===== src/rtl/lsc_pkg.sv =====
package lsc_pkg;
  typedef enum logic [2:0] {
    RX_START = 3'd0,
    RX_END   = 3'd1,
    RX_KA    = 3'd2,
    RX_KB    = 3'd3,
    RX_FRAME = 3'd4
  } rx_cls_e;

  typedef enum logic [2:0] {
    TX_FILL  = 3'd0,
    TX_KA    = 3'd1,
    TX_KB    = 3'd2,
    TX_END   = 3'd3,
    TX_FRAME = 3'd4
  } tx_cls_e;

  typedef enum logic [2:0] {
    ST_IDLE  = 3'd0,
    ST_START = 3'd1,
    ST_KB    = 3'd2,
    ST_END   = 3'd3,
    ST_QUICK = 3'd4,
    ST_DATA  = 3'd5
  } phase_e;
endpackage


===== src/rtl/lsc_run_counter.sv =====
module lsc_run_counter #(
  parameter int RUN_W = 4
) (
  input  logic             clk,
  input  logic             rst,
  input  logic             restart,
  input  logic             clear,
  input  logic             hit,
  input  logic [RUN_W-1:0] thr,
  output logic             reached
);
  logic [RUN_W-1:0] cnt_q;
  logic [RUN_W:0]   plus;

  always_comb begin
    plus    = (restart ? {(RUN_W+1){1'b0}} : {1'b0, cnt_q}) + (RUN_W+1)'(1);
    reached = (hit || restart) && (plus >= {1'b0, thr});
  end

  always_ff @(posedge clk) begin
    if (rst)          cnt_q <= '0;
    else if (restart) cnt_q <= RUN_W'(1);
    else if (clear)   cnt_q <= '0;
    else if (hit && !plus[RUN_W]) cnt_q <= plus[RUN_W-1:0];
  end
endmodule


===== src/rtl/lsc_phase_timer.sv =====
module lsc_phase_timer #(
  parameter int TIMEOUT_CYC = 1024
) (
  input  logic clk,
  input  logic rst,
  input  logic clear,
  input  logic run,
  output logic expired
);
  localparam int TW = $clog2(TIMEOUT_CYC + 1);
  logic [TW-1:0] cnt_q;

  assign expired = run && (cnt_q == TW'(TIMEOUT_CYC - 1));

  always_ff @(posedge clk) begin
    if (rst || clear) cnt_q <= '0;
    else if (run && !expired) cnt_q <= cnt_q + TW'(1);
  end
endmodule


===== src/rtl/lsc_tx_select.sv =====
module lsc_tx_select
  import lsc_pkg::*;
#(
  parameter int BEACON_PERIOD = 64
) (
  input  logic   clk,
  input  logic   rst,
  input  phase_e phase_q,
  input  phase_e phase_n,
  output logic [2:0] tx_sel
);
  localparam int MW = (BEACON_PERIOD > 1) ? $clog2(BEACON_PERIOD) : 1;
  localparam logic [MW-1:0] LAST = MW'(BEACON_PERIOD - 1);

  logic [MW-1:0] mon_q, mon_n;
  tx_cls_e       tx_n;

  always_comb begin
    if (phase_n == ST_DATA && phase_q == ST_DATA)
      mon_n = (mon_q == LAST) ? '0 : mon_q + MW'(1);
    else
      mon_n = '0;
    case (phase_n)
      ST_START: tx_n = TX_KA;
      ST_KB:    tx_n = TX_KB;
      ST_END:   tx_n = TX_END;
      ST_QUICK: tx_n = TX_END;
      ST_DATA:  tx_n = (mon_n == LAST) ? TX_KA : TX_FRAME;
      default:  tx_n = TX_FILL;
    endcase
  end

  always_ff @(posedge clk) begin
    if (rst) begin
      mon_q  <= '0;
      tx_sel <= TX_FILL;
    end else begin
      mon_q  <= mon_n;
      tx_sel <= tx_n;
    end
  end
endmodule


===== src/rtl/link_sync_ctrl.sv =====
module link_sync_ctrl
  import lsc_pkg::*;
#(
  parameter int RUN_W         = 4,
  parameter int DEFAULT_RUN   = 4,
  parameter int TIMEOUT_CYC   = 1024,
  parameter int BEACON_PERIOD = 64
) (
  input  logic             clk,
  input  logic             rst,
  input  logic             rx_valid,
  input  logic [2:0]       rx_sym,
  input  logic [RUN_W-1:0] cfg_run_len,
  output logic [2:0]       tx_sel,
  output logic             link_up,
  output logic             sync_err
);
  phase_e           phase_q, phase_n;
  logic             err_n;
  logic [RUN_W-1:0] thr;
  logic             is_start, in_sync;
  logic             ctr_restart, ctr_hit, ctr_clear, reached;
  logic             tmr_clear, expired;

  assign thr      = (cfg_run_len == '0) ? RUN_W'(DEFAULT_RUN) : cfg_run_len;
  assign is_start = rx_valid && (rx_sym == RX_START);
  assign in_sync  = (phase_q == ST_START) || (phase_q == ST_KB) ||
                    (phase_q == ST_END)   || (phase_q == ST_QUICK);

  always_comb begin
    ctr_restart = rx_valid &&
                  ((rx_sym == RX_START && phase_q != ST_START) ||
                   (rx_sym == RX_KB && phase_q == ST_IDLE));
    ctr_hit = rx_valid &&
              ((phase_q == ST_START && rx_sym == RX_START) ||
               (phase_q == ST_KB    && rx_sym == RX_KB)    ||
               (phase_q == ST_END   && rx_sym == RX_END)   ||
               (phase_q == ST_QUICK && rx_sym == RX_KB));
  end

  lsc_run_counter #(.RUN_W(RUN_W)) u_run (
    .clk(clk), .rst(rst), .restart(ctr_restart), .clear(ctr_clear),
    .hit(ctr_hit), .thr(thr), .reached(reached)
  );

  lsc_phase_timer #(.TIMEOUT_CYC(TIMEOUT_CYC)) u_tmr (
    .clk(clk), .rst(rst), .clear(tmr_clear), .run(in_sync), .expired(expired)
  );

  always_comb begin
    logic fault;
    logic run_reset;
    fault     = 1'b0;
    run_reset = 1'b0;
    phase_n   = phase_q;
    err_n     = sync_err;
    if (is_start) begin
      if (phase_q == ST_START) begin
        if (reached) phase_n = ST_KB;
      end else begin
        phase_n = reached ? ST_KB : ST_START;
        err_n   = 1'b0;
      end
    end else if (expired) begin
      fault = 1'b1;
    end else if (rx_valid) begin
      case (phase_q)
        ST_IDLE: begin
          if (rx_sym == RX_KB) begin
            phase_n = reached ? ST_DATA : ST_QUICK;
            err_n   = 1'b0;
          end
        end
        ST_START: fault = 1'b1;
        ST_KB: begin
          if (rx_sym == RX_KB) begin
            if (reached) phase_n = ST_END;
          end else fault = 1'b1;
        end
        ST_END: begin
          if (rx_sym == RX_END) begin
            if (reached) phase_n = ST_DATA;
          end else if (rx_sym == RX_KB) run_reset = 1'b1;
          else fault = 1'b1;
        end
        ST_QUICK: begin
          if (rx_sym == RX_KB) begin
            if (reached) phase_n = ST_DATA;
          end else fault = 1'b1;
        end
        default: ;
      endcase
    end
    if (fault) begin
      phase_n = ST_IDLE;
      err_n   = 1'b1;
    end
    ctr_clear = run_reset || (phase_n != phase_q);
    tmr_clear = (phase_n != phase_q) || ctr_restart;
  end

  always_ff @(posedge clk) begin
    if (rst) begin
      phase_q  <= ST_IDLE;
      sync_err <= 1'b0;
      link_up  <= 1'b0;
    end else begin
      phase_q  <= phase_n;
      sync_err <= err_n;
      link_up  <= (phase_n == ST_DATA);
    end
  end

  lsc_tx_select #(.BEACON_PERIOD(BEACON_PERIOD)) u_tx (
    .clk(clk), .rst(rst), .phase_q(phase_q), .phase_n(phase_n), .tx_sel(tx_sel)
  );

  // a start marker always leads to a comma phase with the error cleared
  p_start_restart_r6: assert property (@(posedge clk) disable iff (rst)
    is_start |=> ((tx_sel == TX_KA || tx_sel == TX_KB) && !sync_err && !link_up));

  // a new error always coincides with idle output
  p_err_idle_r7: assert property (@(posedge clk) disable iff (rst)
    $rose(sync_err) |-> (tx_sel == TX_FILL && !link_up));

  // timer expiry without a start marker ends in idle with error
  p_timeout_r8: assert property (@(posedge clk) disable iff (rst)
    (expired && !is_start) |=> (sync_err && tx_sel == TX_FILL));

  // ready only while frames or monitoring commas go out
  p_ready_data_r10: assert property (@(posedge clk) disable iff (rst)
    link_up |-> (tx_sel == TX_FRAME || tx_sel == TX_KA));

  generate
    if (BEACON_PERIOD > 1) begin : g_beacon_chk
      // the monitoring comma lasts exactly one cycle
      p_beacon_single_r9: assert property (@(posedge clk) disable iff (rst)
        (link_up && tx_sel == TX_KA) |=> !(link_up && tx_sel == TX_KA));
    end
  endgenerate
endmodule


===== config.mk =====
export PLATFORM = sky130hd
export DESIGN_NAME = link_sync_ctrl
export DESIGN_NICKNAME = d
export VERILOG_FILES = /design/src/rtl/lsc_pkg.sv /design/src/rtl/lsc_run_counter.sv /design/src/rtl/lsc_phase_timer.sv /design/src/rtl/lsc_tx_select.sv /design/src/rtl/link_sync_ctrl.sv
export SDC_FILE = /design/constraint.sdc
export NUM_CORES = 1
export LEC_CHECK = 0
export ABC_CLOCK_PERIOD_IN_PS = 4400
export CELL_PAD_IN_SITES_DETAIL_PLACEMENT = 0
export CELL_PAD_IN_SITES_GLOBAL_PLACEMENT = 1
export CORE_UTILIZATION = 25
export CTS_BUF_LIST = sky130_fd_sc_hd__clkbuf_4 sky130_fd_sc_hd__clkbuf_8
export DETAILED_ROUTE_END_ITERATION = 7
export GPL_TIMING_DRIVEN = 1
export PLACE_DENSITY_LB_ADDON = 0.1
export SYNTH_ARGS = -nofsm -noshare
export SYNTH_HDL_FRONTEND = slang
export SYNTH_SLANG_ARGS = --single-unit

===== constraint.sdc =====
create_clock -name clk -period 4.4 [get_ports clk]
set_input_delay 1.32 -clock clk [delete_from_list [all_inputs] [get_ports clk]]
set_output_delay 1.32 -clock clk [all_outputs]
set_load 0.01 [all_outputs]

# --- Word-level counts from Yosys, hierarchy flattened ---
# Cells that the tools add are included.
word_totals:
  reg_bits: 29
  inputBits: 10
  output_inout_bits: 5
  word_cells: 112
op_classes:
  addsub: 3
  n_lt_le_gt_ge: 1
  n_eq_ne: 19
  mux: 43
  n_reduce_logical: 38
op_table:
  columns: ["cell", "count"]
  rows:
  - ["3-bit 2-to-1 mux", 13]
  - ["3-bit case mux with 4 select lines", 2]
  - ["1-bit 2-to-1 mux", 22]
  - ["3-bit by 2-bit equality test with 1-bit output, second input constant", 5]
  - ["1-bit logical AND", 14]
  - ["3-bit equality test, second input constant", 4]
  - ["6-bit equality test, second input constant", 2]
  - ["6-bit 2-to-1 mux", 2]
  - ["3-bit nonzero test", 4]
  - ["11-bit by 1-bit adder with 11-bit output, second input constant", 1]
  - ["11-bit by 10-bit equality test with 1-bit output, second input constant", 1]
  - ["1-bit logical OR", 11]
  - ["3-bit by 1-bit equality test with 1-bit output, second input constant", 3]
  - ["4-bit 2-to-1 mux", 2]
  - ["6-bit by 1-bit adder with 6-bit output, second input constant", 1]
  - ["3-bit zero test", 2]
  - ["4-bit by 1-bit adder with 5-bit output, second input constant", 1]
  - ["5-bit by 4-bit greater-or-equal comparator with 1-bit output", 1]
  - ["5-bit AND reduction", 1]
  - ["4-bit zero test", 1]
  - ["2-bit OR reduction", 2]
  - ["3-bit by 1-bit != test with 1-bit output, second input constant", 1]
  - ["3-bit by 2-bit != test with 1-bit output, second input constant", 1]
  - ["3-bit != test", 1]
  - ["other kinds (5)", 6]

# --- Depth between registers and ports, before layout ---
logic_depth:
  word_depth: 21
  depth_mapped: 13

# --- By module ---
# A second synthesis with hierarchy kept.
hier_totals:
  hier_cells: 228
  hier_area_um2: 1956.9
by_module_without_submodules:
  columns: ["mod", "n_inst", "cells_per_inst", "area_each_um2"]
  rows:
  - ["lsc_phase_timer", 1, 70, 605.6]
  - ["link_sync_ctrl", 1, 79, 601.8]
  - ["lsc_tx_select", 1, 40, 395.4]
  - ["lsc_run_counter", 1, 39, 354.1]

# --- Least setup slack after synthesis ---
# No wires, ideal clock.
synth_timing:
  kind: "input-to-reg"
  startpoint: "input port rx_sym[2]"
  endpoint: "register u_tmr.cnt_q[10]"
  setup_ns: 0.062
  t_arrival_ns: 3.864
  required_ns: 4.338
  setup_slack_ns: 0.473
  cell_stages: 12
  n_path_buf: 1
  cell_sequence: "and2b_1 > o221ai_1 > and2_1 > ha_1 > nand2b_1 > a2111oi_4 > o22a_1 > o21ai_0 > a221oi_2 > nand4bb_4 > buf_6 > nor2_2"
synth_between:
  elab_chain_cells: 18
  word_cells_on_any_way: 45
  classes_between: "add/sub (1); order compare (1); eq/ne (3); mux (22); reduce/logical (18)"
synth_lines:
  columns: ["element", "line", "rtl"]
  rows:
  - ["start, declared", "link_sync_ctrl.sv:12", "input logic [2:0] rx_sym,"]
  - ["3-bit by 2-bit equality test with 1-bit output or 3-bit zero test (tied branches)", null, null]
  - ["1-bit logical AND, on equally long branches", null, null]
  - ["1-bit logical OR, on equally long branches", "link_sync_ctrl.sv:32, link_sync_ctrl.sv:35", null]
  - ["1-bit logical AND or 1-bit logical OR (tied branches)", "link_sync_ctrl.sv:31, link_sync_ctrl.sv:36", null]
  - ["4-bit 2-to-1 mux or 1-bit logical OR (tied branches)", "lsc_run_counter.sv:16, link_sync_ctrl.sv:37", null]
  - ["4-bit by 1-bit adder with 5-bit output or 1-bit logical AND (tied branches)", "lsc_run_counter.sv:16, link_sync_ctrl.sv:34", null]
  - ["5-bit by 4-bit greater-or-equal comparator with 1-bit output or 1-bit logical OR (tied branches)", "lsc_run_counter.sv:17", "reached = (hit || restart) && (plus >= {1'b0, thr});"]
  - ["1-bit logical AND", "lsc_run_counter.sv:17", null]
  - ["[... 2 more ...]", null, null]
  - ["3-bit case mux with 4 select lines", "link_sync_ctrl.sv:67", "case (phase_q)"]
  - ["3-bit 2-to-1 mux", "link_sync_ctrl.sv:66", "end else if (rx_valid) begin"]
  - ["3-bit 2-to-1 mux", "link_sync_ctrl.sv:64", "end else if (expired) begin"]
  - ["3-bit 2-to-1 mux", "link_sync_ctrl.sv:57", "if (is_start) begin"]
  - ["3-bit 2-to-1 mux", "link_sync_ctrl.sv:94", "if (fault) begin"]
  - ["3-bit != test", "link_sync_ctrl.sv:99", "tmr_clear = (phase_n != phase_q) || ctr_restart;"]
  - ["1-bit logical OR (*)", "link_sync_ctrl.sv:99", null]
  - ["1-bit logical OR (*)", "lsc_phase_timer.sv:16", "if (rst || clear) cnt_q <= '0;"]
  - ["end signal, assigned", "lsc_phase_timer.sv:17", "else if (run && !expired) cnt_q <= cnt_q + TW'(1);"]
  - ["end, declared", "lsc_phase_timer.sv:11", "logic [TW-1:0] cnt_q;"]
# Mark *: on every way between the ends. The rest lies on a longest branch, timed or not.
# A chain may end at the register's enable or synchronous reset.

# --- Final worst setup path ---
layout_timing:
  startpoint: "input port rx_sym[0]"
  endpoint: "register u_tmr.cnt_q[2]"
# Same word-level chain as after synthesis.

==> flow_metrics.env <==
export IMPL_status="finished, final reports clean"
export IMPL_grt_setup_unrepaired="no"
export IMPL_io_pins=15
export IMPL_ys_types=60
export IMPL_synth_mux_area_frac=0.01637
export IMPL_synth_edf_count=0
export IMPL_worst_ir_drop_vdd_mv=0.1651
export IMPL_die_h_microns=89.42
export IMPL_clockPowerShare=0.361
export IMPL_worstMarginPinSlew_ns=0.6392
export IMPL_start_kind="primary input"
export IMPL_final_nets=272
export IMPL_p_per_area_nw_per_um2=268.0
export IMPL_cts_hold_buf=0
export IMPL_dp_worst_setup_slack_ns=-0.1770
export IMPL_synth_fa_ha_area_frac=0.03929
export IMPL_met3_usage=0.03139
export IMPL_setup_violations=0
export IMPL_first_global_vias=1583
export IMPL_routed_via_density=4.763
export IMPL_yosys_warnings=0
export IMPL_clk_pin_slew_worst_paths_ns=0.06
export IMPL_post_route_drc_count=0
export IMPL_grt_busiest_layer="met2"
export IMPL_clock_skew_ns=0.002673
export IMPL_port_buffers=14
export IMPL_wire_per_inst_microns=12.66
export IMPL_vias=1691
export IMPL_yosys_area_share_simple=0.3235
export IMPL_required_ns=4.62
export IMPL_period_minus_slack_ns=4.177
export IMPL_grt_overflow=0
export IMPL_syn_to_final_growth_pct=23.58
export IMPL_insertion_delay_ns=0.28
export IMPL_dp_cells=348
export IMPL_post_cts_resized=0
export IMPL_worstHoldPathType="flop to flop"
export IMPL_coreArea_sq_um=7331
export IMPL_p_comb_frac=0.197
export IMPL_tritoncts="done"
export IMPL_numCtsBuffers=5
export IMPL_swShare=0.2689
export IMPL_crit_arrival_ns=4.39
export IMPL_synth_seq_area_share=0.3039
export IMPL_async_flop_share=0
export IMPL_end_kind="flop"
export IMPL_layout_drive_gt1_share=0.1953
export IMPL_drt_pass1_iter_count=4
export IMPL_synth_top_family_by_area="simple AND/OR/NAND/NOR gates"
export IMPL_met1_usage=0.1842
export IMPL_placed_area_sq_um=2271
export IMPL_place_congestion=0.7883
export IMPL_p_int_mw=0.4627
export IMPL_synth_xor_area_frac=0.09627
export IMPL_synth_compound_area_frac=0.1866
export IMPL_path_max_fanout=7
export IMPL_ant_nets=0
export IMPL_diodes=0
export IMPL_gr_usage_met2=0.1943
export IMPL_cts_root_buffer="clkbuf_8"
export IMPL_syn_area_sq_um=1911
export IMPL_fin_cells=355
export IMPL_slew_violations=0
export IMPL_gr_usage_all_layers=0.1307
export IMPL_syn_instance_count=225
export IMPL_drtIter0Drc=29
export IMPL_die_w_microns=89.42
export IMPL_rows=31
export IMPL_p_sw_mw=0.1702
export IMPL_synth_fp_nets=241
export IMPL_htree_levels=2
export IMPL_period_share=0.9494
export IMPL_layout_commonest_cell="dfxtp_1"
export IMPL_wirelength_microns=4495
export IMPL_mostFrequentLayoutCells="dfxtp_1, nor2_1, buf_4"
export IMPL_dp_hpwl_microns=3375
export IMPL_max_cap_viol_count=0
export IMPL_pwr_share_seq=0.442
export IMPL_fmax_ghz=0.2394
export IMPL_ys_flop_type="dfxtp_1"
export IMPL_avgSynthCellArea_sq_um=8.491
export IMPL_start_util=0.2606
export IMPL_p_leak_nw=0.8375
export IMPL_grt_max_degree=17
export IMPL_grt_pass1_wl_microns=7824
export IMPL_final_area_sq_um=2361
export IMPL_worstSetupPathType="primary input to flop"
export IMPL_clockBufferDepth=2
export IMPL_fin_ws_ns=0.2227
export IMPL_clkSinkCount=29
export IMPL_die_area_sq_um=7996
export IMPL_fin_setup_tns_ns=0
export IMPL_ys_seq_elements=29
export IMPL_final_hold_violation_count=0
export IMPL_fin_util=0.3221
export IMPL_slew_headroom=0.5706
export IMPL_antenna_found_initial=0
## routing by layer
| metal | vias to the layer above | wire length [microns] |
|---|---|---|
| met1 | 784 | 2276 |
| met2 | 24 | 1999 |
| li1 | 875 | - |
| met5 | - | 0 |
| met4 | 0 | 58 |
| met3 | 8 | 161 |
## Yosys cell counts, types with 4 or more instances
cell type,count,share of area
dfxtp_1,29,0.30
nor2_1,27,0.053
nand2_1,17,0.033
nand3_1,11,0.029
nor2_2,11,0.036
xor2_1,11,0.050
xnor2_1,10,0.046
nand4_1,7,0.023
ha_1,6,0.039
nor3_1,6,0.016
nor4_1,6,0.020
a21oi_1,5,0.013
inv_1,5,0.0098
buf_2,4,0.010
clkbuf_1,4,0.0079
nand2b_1,4,0.013
o21ai_0,4,0.010
## sequential cells by signal, summed over array words and instances, names as in the netlist
name / cells
phase_q: 3
sync_err: 1
u_tx.mon_q: 6
u_tmr.cnt_q: 11
u_run.cnt_q: 4
u_tx.tx_sel: 3
link_up: 1
## through the flow
step / total power [mW] / hold WS [ns]
final: 0.6328 / 0.4666
after floorplan: 0.3638 / 0.4435
after CTS: 0.6454 / 0.4720
after detailed placement: 0.4114 / 0.4621
after global routing: 0.6685 / 0.4978
after global placement: 0.4135 / 0.4562
## cell type report
class                           instances  area (sq um)
Clock buffer                            7         90.09
Fill cell                             789          4970
Inverter                                5         18.77
Multi-Input combinational cell        182          1265
Sequential cell                        29         580.6
Tap cell                               99         123.9
Timing Repair Buffer                   33         282.8
## cells by family (layout without fill, tap and decap cells)
kind of cell | count (synthesis) | count (layout)
and+or+nand+nor | 112 | 112
AOI/OAI and AO/OA | 40 | 40
xor gates and xnor gates | 21 | 21
buffers and inverters | 14 | 45
muxes | 3 | 3
adders and majority gates | 6 | 6
DFF | 29 | 29
## worst paths after layout
kind,depth (start not counted),slack (ns),start,end
max reg2reg,13,1.01,phase_q[2]$_SDFF_PP0_,u_tmr.cnt_q[2]$_SDFFE_PP0P_
min,2,0.47,u_tmr.cnt_q[10]$_SDFFE_PP0P_,u_tmr.cnt_q[10]$_SDFFE_PP0P_
max,13,0.22,rx_sym[0],u_tmr.cnt_q[2]$_SDFFE_PP0P_
min reg2reg,2,0.47,u_tmr.cnt_q[10]$_SDFFE_PP0P_,u_tmr.cnt_q[10]$_SDFFE_PP0P_
## critical path, stage by stage
cell and delay, ns:
clkdlybuf4s50_1 0.53, and4bb_1 0.23, o221ai_1 0.13, and2_1 0.20, ha_1 0.27, nand2b_1 0.17, a2111oi_4 0.32, o22a_1 0.24
o21ai_0 0.13, a221oi_2 0.39, nand4bb_4 0.16, buf_4 0.20, nor2_1 0.10
## power groups by stage
stage          logic, mW  registers [mW]  clock network (mW)
4_1_cts            0.126           0.280               0.239
6_report           0.124           0.280               0.229
3_5_place_dp       0.126           0.286                   0
3_3_place_gp       0.127           0.286                   0
2_1_floorplan     0.0821           0.282                   0
5_1_grt            0.138           0.281               0.249
## repair_timing
action	4_1_cts	5_1_grt
endpoints found under the setup margin	0	14
hold endpoints to repair	0	0
buffers inserted	0	0
No activity file was read; power rests on OpenSTA's default activity.
